### config.mk
export PLATFORM = sky130hd
export DESIGN_NAME = lt_drive_clamp
export DESIGN_NICKNAME = d
export VERILOG_FILES = /design/src/rtl/lt_clamp_pkg.sv /design/src/rtl/lt_lane_clamp.sv /design/src/rtl/lt_pc2_clamp.sv /design/src/rtl/lt_drive_clamp.sv
export SDC_FILE = /design/constraint.sdc
export NUM_CORES = 1
export LEC_CHECK = 0
export CAP_MARGIN = 20
export CORE_MARGIN = 8
export CORE_UTILIZATION = 45
export CTS_CLUSTER_DIAMETER = 30
export DETAILED_ROUTE_END_ITERATION = 8
export PLACE_DENSITY = 0.88
export SYNTH_ARGS = -nofsm -noshare
export SYNTH_HDL_FRONTEND = slang
export SYNTH_HIERARCHICAL = 1
export SYNTH_SLANG_ARGS = --single-unit
### constraint.sdc
create_clock -name clk -period 1.62 [get_ports clk]
set_input_delay 0.324 -clock clk [delete_from_list [all_inputs] [get_ports clk]]
set_output_delay 0.324 -clock clk [all_outputs]
set_load 0.03 [all_outputs]
### src/rtl/lt_clamp_pkg.sv
package lt_clamp_pkg;

    localparam int LVL_W = 2;
    localparam logic [LVL_W-1:0] LVL_TOP = 2'd3;

    // clamped drive result for one lane
    typedef struct packed {
        logic [LVL_W-1:0] swing;
        logic             swing_max;
        logic [LVL_W-1:0] pre;
        logic             pre_max;
    } drive_t;

    // clamped post-cursor2 result for one lane
    typedef struct packed {
        logic [LVL_W-1:0] lvl;
        logic             max;
    } pc2_t;

endpackage

### src/rtl/lt_lane_clamp.sv
module lt_lane_clamp
    import lt_clamp_pkg::*;
(
    input  logic [2*LVL_W-1:0] req_i,
    output drive_t             drv_o
);
    logic [LVL_W-1:0] sw_req;
    logic [LVL_W-1:0] pre_req;
    logic [LVL_W-1:0] sw_ceil;

    assign sw_req  = req_i[LVL_W-1:0];
    assign pre_req = req_i[2*LVL_W-1:LVL_W];
    // the swing ceiling shrinks as pre-emphasis grows
    assign sw_ceil = LVL_TOP - pre_req;

    always_comb begin
        drv_o.swing     = sw_req;
        drv_o.swing_max = 1'b0;
        drv_o.pre       = pre_req;
        drv_o.pre_max   = 1'b0;
        if (pre_req >= LVL_TOP) begin
            drv_o.pre       = LVL_TOP;
            drv_o.pre_max   = 1'b1;
            drv_o.swing     = '0;
        end else if (sw_req >= sw_ceil) begin
            drv_o.swing     = sw_ceil;
            drv_o.swing_max = 1'b1;
        end
    end
endmodule

### src/rtl/lt_pc2_clamp.sv
module lt_pc2_clamp
    import lt_clamp_pkg::*;
(
    input  logic [LVL_W-1:0] req_i,
    output pc2_t             pc2_o
);
    always_comb begin
        if (req_i >= LVL_TOP) begin
            pc2_o.lvl = LVL_TOP;
            pc2_o.max = 1'b1;
        end else begin
            pc2_o.lvl = req_i;
            pc2_o.max = 1'b0;
        end
    end
endmodule

### src/rtl/lt_drive_clamp.sv
module lt_drive_clamp
    import lt_clamp_pkg::*;
#(
    parameter int LANES = 4
) (
    input  logic                          clk,
    input  logic                          rst_n,
    input  logic                          start_i,
    input  logic [8*((LANES+1)/2)-1:0]    adj_req_i,
    input  logic [LVL_W*LANES-1:0]        pc2_req_i,
    input  logic [$clog2(LANES+1)-1:0]    lane_cnt_i,
    output logic                          done_o,
    output logic [8*LANES-1:0]            lane_cfg_o,
    output logic [8*((LANES+1)/2)-1:0]    pc2_cfg_o,
    output logic [LVL_W*LANES-1:0]        phy_swing_o,
    output logic [LVL_W*LANES-1:0]        phy_preemph_o,
    output logic [LVL_W*LANES-1:0]        phy_pc2_o
);
    localparam int NIB_W  = 2 * LVL_W;
    localparam int BYTE_W = 8;
    localparam int PACK_W = BYTE_W * ((LANES + 1) / 2);
    localparam int CFG_W  = BYTE_W * LANES;
    localparam int PHY_W  = LVL_W * LANES;

    typedef struct packed {
        logic             done;
        logic [CFG_W-1:0] cfg;
        logic [PACK_W-1:0] pc2cfg;
        logic [PHY_W-1:0] sw;
        logic [PHY_W-1:0] pre;
        logic [PHY_W-1:0] pc2;
    } st_t;

    st_t    st_d, st_q;
    drive_t drv [LANES];
    pc2_t   pcv [LANES];

    genvar g;
    generate
        for (g = 0; g < LANES; g++) begin : g_lane
            lt_lane_clamp u_drv (
                .req_i (adj_req_i[NIB_W*g +: NIB_W]),
                .drv_o (drv[g])
            );
            lt_pc2_clamp u_pc2 (
                .req_i (pc2_req_i[LVL_W*g +: LVL_W]),
                .pc2_o (pcv[g])
            );
        end
    endgenerate

    always_comb begin
        st_d      = st_q;
        st_d.done = start_i;
        if (start_i) begin
            st_d.cfg    = '0;
            st_d.pc2cfg = '0;
            st_d.sw     = '0;
            st_d.pre    = '0;
            st_d.pc2    = '0;
            for (int i = 0; i < LANES; i++) begin
                if (i < int'(lane_cnt_i)) begin
                    st_d.cfg[BYTE_W*i +: BYTE_W] = {2'b00, drv[i].pre_max, drv[i].pre,
                                                    drv[i].swing_max, drv[i].swing};
                    st_d.pc2cfg[NIB_W*i +: NIB_W] = {1'b0, pcv[i].max, pcv[i].lvl};
                    st_d.sw [LVL_W*i +: LVL_W] = drv[i].swing;
                    st_d.pre[LVL_W*i +: LVL_W] = drv[i].pre;
                    st_d.pc2[LVL_W*i +: LVL_W] = pcv[i].lvl;
                end
            end
        end
    end

    always_ff @(posedge clk or negedge rst_n) begin
        if (!rst_n) st_q <= '0;
        else        st_q <= st_d;
    end

    assign done_o        = st_q.done;
    assign lane_cfg_o    = st_q.cfg;
    assign pc2_cfg_o     = st_q.pc2cfg;
    assign phy_swing_o   = st_q.sw;
    assign phy_preemph_o = st_q.pre;
    assign phy_pc2_o     = st_q.pc2;

    // ---------------- assertions ----------------
    p_done_follows_start_r1: assert property (@(posedge clk) disable iff (!rst_n)
        start_i |=> done_o);
    p_done_idle_r1: assert property (@(posedge clk) disable iff (!rst_n)
        !start_i |=> !done_o);
    p_hold_r1: assert property (@(posedge clk) disable iff (!rst_n)
        !start_i |=> ($stable(lane_cfg_o) && $stable(pc2_cfg_o) && $stable(phy_swing_o)));

    generate
        for (g = 0; g < LANES; g++) begin : g_chk
            p_swing_ceiling_r4: assert property (@(posedge clk) disable iff (!rst_n)
                done_o |-> ({1'b0, phy_swing_o[LVL_W*g +: LVL_W]}
                          + {1'b0, phy_preemph_o[LVL_W*g +: LVL_W]}) <= 3'd3);
            p_pre_max_byte_r3: assert property (@(posedge clk) disable iff (!rst_n)
                lane_cfg_o[BYTE_W*g + 5] |-> lane_cfg_o[BYTE_W*g +: BYTE_W] == 8'h38);
            p_cfg_top_zero_r5: assert property (@(posedge clk) disable iff (!rst_n)
                lane_cfg_o[BYTE_W*g + 7 -: 2] == 2'b00);
            p_phy_matches_cfg_r8: assert property (@(posedge clk) disable iff (!rst_n)
                (phy_swing_o[LVL_W*g +: LVL_W]   == lane_cfg_o[BYTE_W*g +: 2]) &&
                (phy_preemph_o[LVL_W*g +: LVL_W] == lane_cfg_o[BYTE_W*g + 3 +: 2]) &&
                (phy_pc2_o[LVL_W*g +: LVL_W]     == pc2_cfg_o[NIB_W*g +: 2]));
            p_pc2_flag_r6: assert property (@(posedge clk) disable iff (!rst_n)
                pc2_cfg_o[NIB_W*g + 2] |-> pc2_cfg_o[NIB_W*g +: 2] == 2'd3);
            p_inactive_zero_r7: assert property (@(posedge clk) disable iff (!rst_n)
                (start_i && int'(lane_cnt_i) <= g) |=>
                (lane_cfg_o[BYTE_W*g +: BYTE_W] == '0 && pc2_cfg_o[NIB_W*g +: NIB_W] == '0));
        end
    endgenerate

endmodule

==> impl_metrics.csv <==
group,metric,value,unit
outcome,outcome,"finished clean",
drt,wirelength,5.44,mm
grt,grt_pass1_vias,1911,
timing,grt_setup_unrepaired,"false",
logic_synthesis,synth_top_area_share,40.2,%
job,cap_violations,0,
floorplan,core,0.00501,mm²
clocking,post-cts-setup-buffers,0,
clocking,root_buffer,"clkbuf_8",
cells_and_area,nets,376,
timing,period_needed,1580,ps
pwr,ir_drop,0.377,mV
placed_design,post-dp-hpwl,4.44,mm
timing,setup_viol,0,
grt,grt_max_degree,74,
timing,setup_slack,42.1,ps
cells_and_area,mostFrequentLayoutCell,"dlygate4sd2_1",
floorplan,io_pins,103,
timing,finalSetupTns,0,ps
timing,final_max_slew_viol_count,0,
grt,grt_pass1_wl,8.66,mm
drt,viasPerCell,4.58,
timing,fin_crit_sh,97.4,%
clocking,clock_latency,280,ps
clocking,tritoncts,"yes",
grt,gr-usage-all-layers,14.3,%
logic_synthesis,syn_area_per_cell,8.53,µm²
cells_and_area,design_area,0.00311,mm²
timing,clock_skew,0,ps
logic_synthesis,syn_inst,270,
drt,wire_per_inst,13.5,µm
placed_design,place_area,0.00308,mm²
cells_and_area,layout-drive-gt1-share,10.8,%
grt,grt_remaining_overflow,0,
worst_setup_path,path_max_fanout,2,
worst_hold_path,min_path_type,"primary input to flop",
timing,max_freq,0.634,GHz
floorplan,die-height,87.5,µm
floorplan,fp.dieW,87.5,µm
clocking,cts-htree-levels,2,
worst_setup_path,cp-end-kind,"flop",
logic_synthesis,ys_top_cells_by_area,"dfrtp_1 40%, buf_4 12%, inv_1 7.8%, o22ai_1 7.3%, ha_1 6.5%",
clocking,cts.sinks,37,
floorplan,rows,26,
cells_and_area,layout_common_cells,"60 x dlygate4sd2_1, 48 x inv_1, 37 x dfrtp_1",
pwr,total_leakage_power,1.66,nW
pwr,pwr_density_cell,831,mW/mm²
worst_setup_path,crit_path_start_kind,"primary input",
clocking,clockBufferDepth,2,
logic_synthesis,yosysTopAreaCell,"dfrtp_1",
logic_synthesis,synth.cell_area,0.00230,mm²
cells_and_area,syn_to_final_growth,35.2,%
placed_design,pre_cts_ws,-240,ps
logic_synthesis,synth_seq_cells,37,
drt,remaining_drc_errors,0,
clocking,cts_buffers,5,
drt,drt_iter0_drc,46,
timing,finalHoldViolCount,0,
logic_synthesis,ys_seq_area_share,40.2,%
clocking,path_clk_slew,70,ps
worst_setup_path,cp.required,1810,ps
logic_synthesis,synth_cell_types,21,
grt,grt_antenna_before_repair,0,
placed_design,gp_congestion,0.775,
floorplan,dieArea,0.00766,mm²
worst_setup_path,arrival,1770,ps
drt,drt.antenna.violating_nets,0,
cells_and_area,insertedDiodeCount,0,
placed_design,port_buffers,90,
logic_synthesis,yosysWarnings,6,
worst_setup_path,path_class,"primary input to flop",
drt,first_pass_iters,4,
floorplan,initial_core_util,46.0,%
drt,vias,1852,
==> critical path, stage by stage <==
cell,delay [ps]
clkdlybuf4s50_1,490
inv_1,70
ha_1,320
nor2b_4,140
o21ai_0,80
a2bb2oi_1,160
nand2_1,70
o22ai_1,110
==> sequential cells by signal, indices dropped and copies added (netlist names) <==
register / cells
done_o: 1
lane_cfg_o: 10
pc2_cfg_o: 5
phy_pc2_o: 7
phy_preemph_o: 7
phy_swing_o: 7
==> area by class of cell <==
cell class,count,area (µm²)
Clock buffer,7,86.3
Fill cell,480,1900
Tap cell,70,87.6
Timing Repair Buffer,107,973
Sequential cell,37,926
Inverter,48,180
Multi-Input combinational cell,135,861
==> per-layer routing <==
metal | vias up | track usage [%] | wire (µm)
li1 | 927 | - | -
met5 | - | 0 | 0
met3 | 13 | 4.97 | 367
met1 | 844 | 14.2 | 2130
met2 | 68 | 26.8 | 2870
met4 | 0 | 4.53 | 70
==> synthesized netlist by cell type <==
library cell  number
ha_1              12
a21oi_4            1
and2_1             4
nor3_4             1
o21bai_2           4
o22ai_1           27
nor2b_1            8
nand2_1           27
buf_4             37
nor2_1             8
dfrtp_1           37
buf_6              1
inv_1             48
nand3_1            9
nor2b_4            4
o21ai_0           13
conb_1             1
buf_2              7
a2bb2oi_1          4
clkbuf_1          16
nor2_2             1
==> stage by stage <==
step	instances	util, %	power [mW]	hold slack (ps)
after floorplan	281	-	1.73	28.4
after global placement	396	61.6	2.06	268
after detailed placement	396	61.6	2.08	274
after CTS	404	62.0	2.63	420
after global routing	404	62.2	2.73	431
final	404	62.2	2.59	426
==> cell families after synthesis <==
logic type,synth area share [%]
AO/OA/AOI/OAI,14.3
adder cells (fa/ha/maj),6.52
AND/OR/NAND/NOR,14.3
other,0.163
buffers and inverters,24.5
flip-flops,40.2
==> power by group <==
group          total [mW]  switching [mW]  internal (mW)
logic               0.902           0.571          0.331
clock network       0.630           0.292          0.337
registers            1.06          0.0503           1.01
total                2.59           0.914           1.67
==> final timing paths <==
check	startpoint	endpoint	slack (ps)	cells past startpoint
min in group asynchronous	rst_n	lane_cfg_o[5]	520	2
setup / recovery	adj_req_i[2]	phy_swing_o[0]	40	8
hold / removal	start_i	done_o	430	2
hold reg to reg	pc2_cfg_o[14]	pc2_cfg_o[14]	520	2
setup reg to reg	pc2_cfg_o[13]	pc2_cfg_o[13]	950	2
max in group asynchronous	rst_n	phy_pc2_o[2]	470	3
==> what timing repair did <==
action | in CTS | in global routing
gates resized for setup | 60 | 2
hold endpoints to repair | 17 | 0
pin swaps | 0 | 1
setup endpoints to repair | 60 | 3
hold buffers | 1 | 0
No activity file was read; power rests on OpenSTA's default activity.
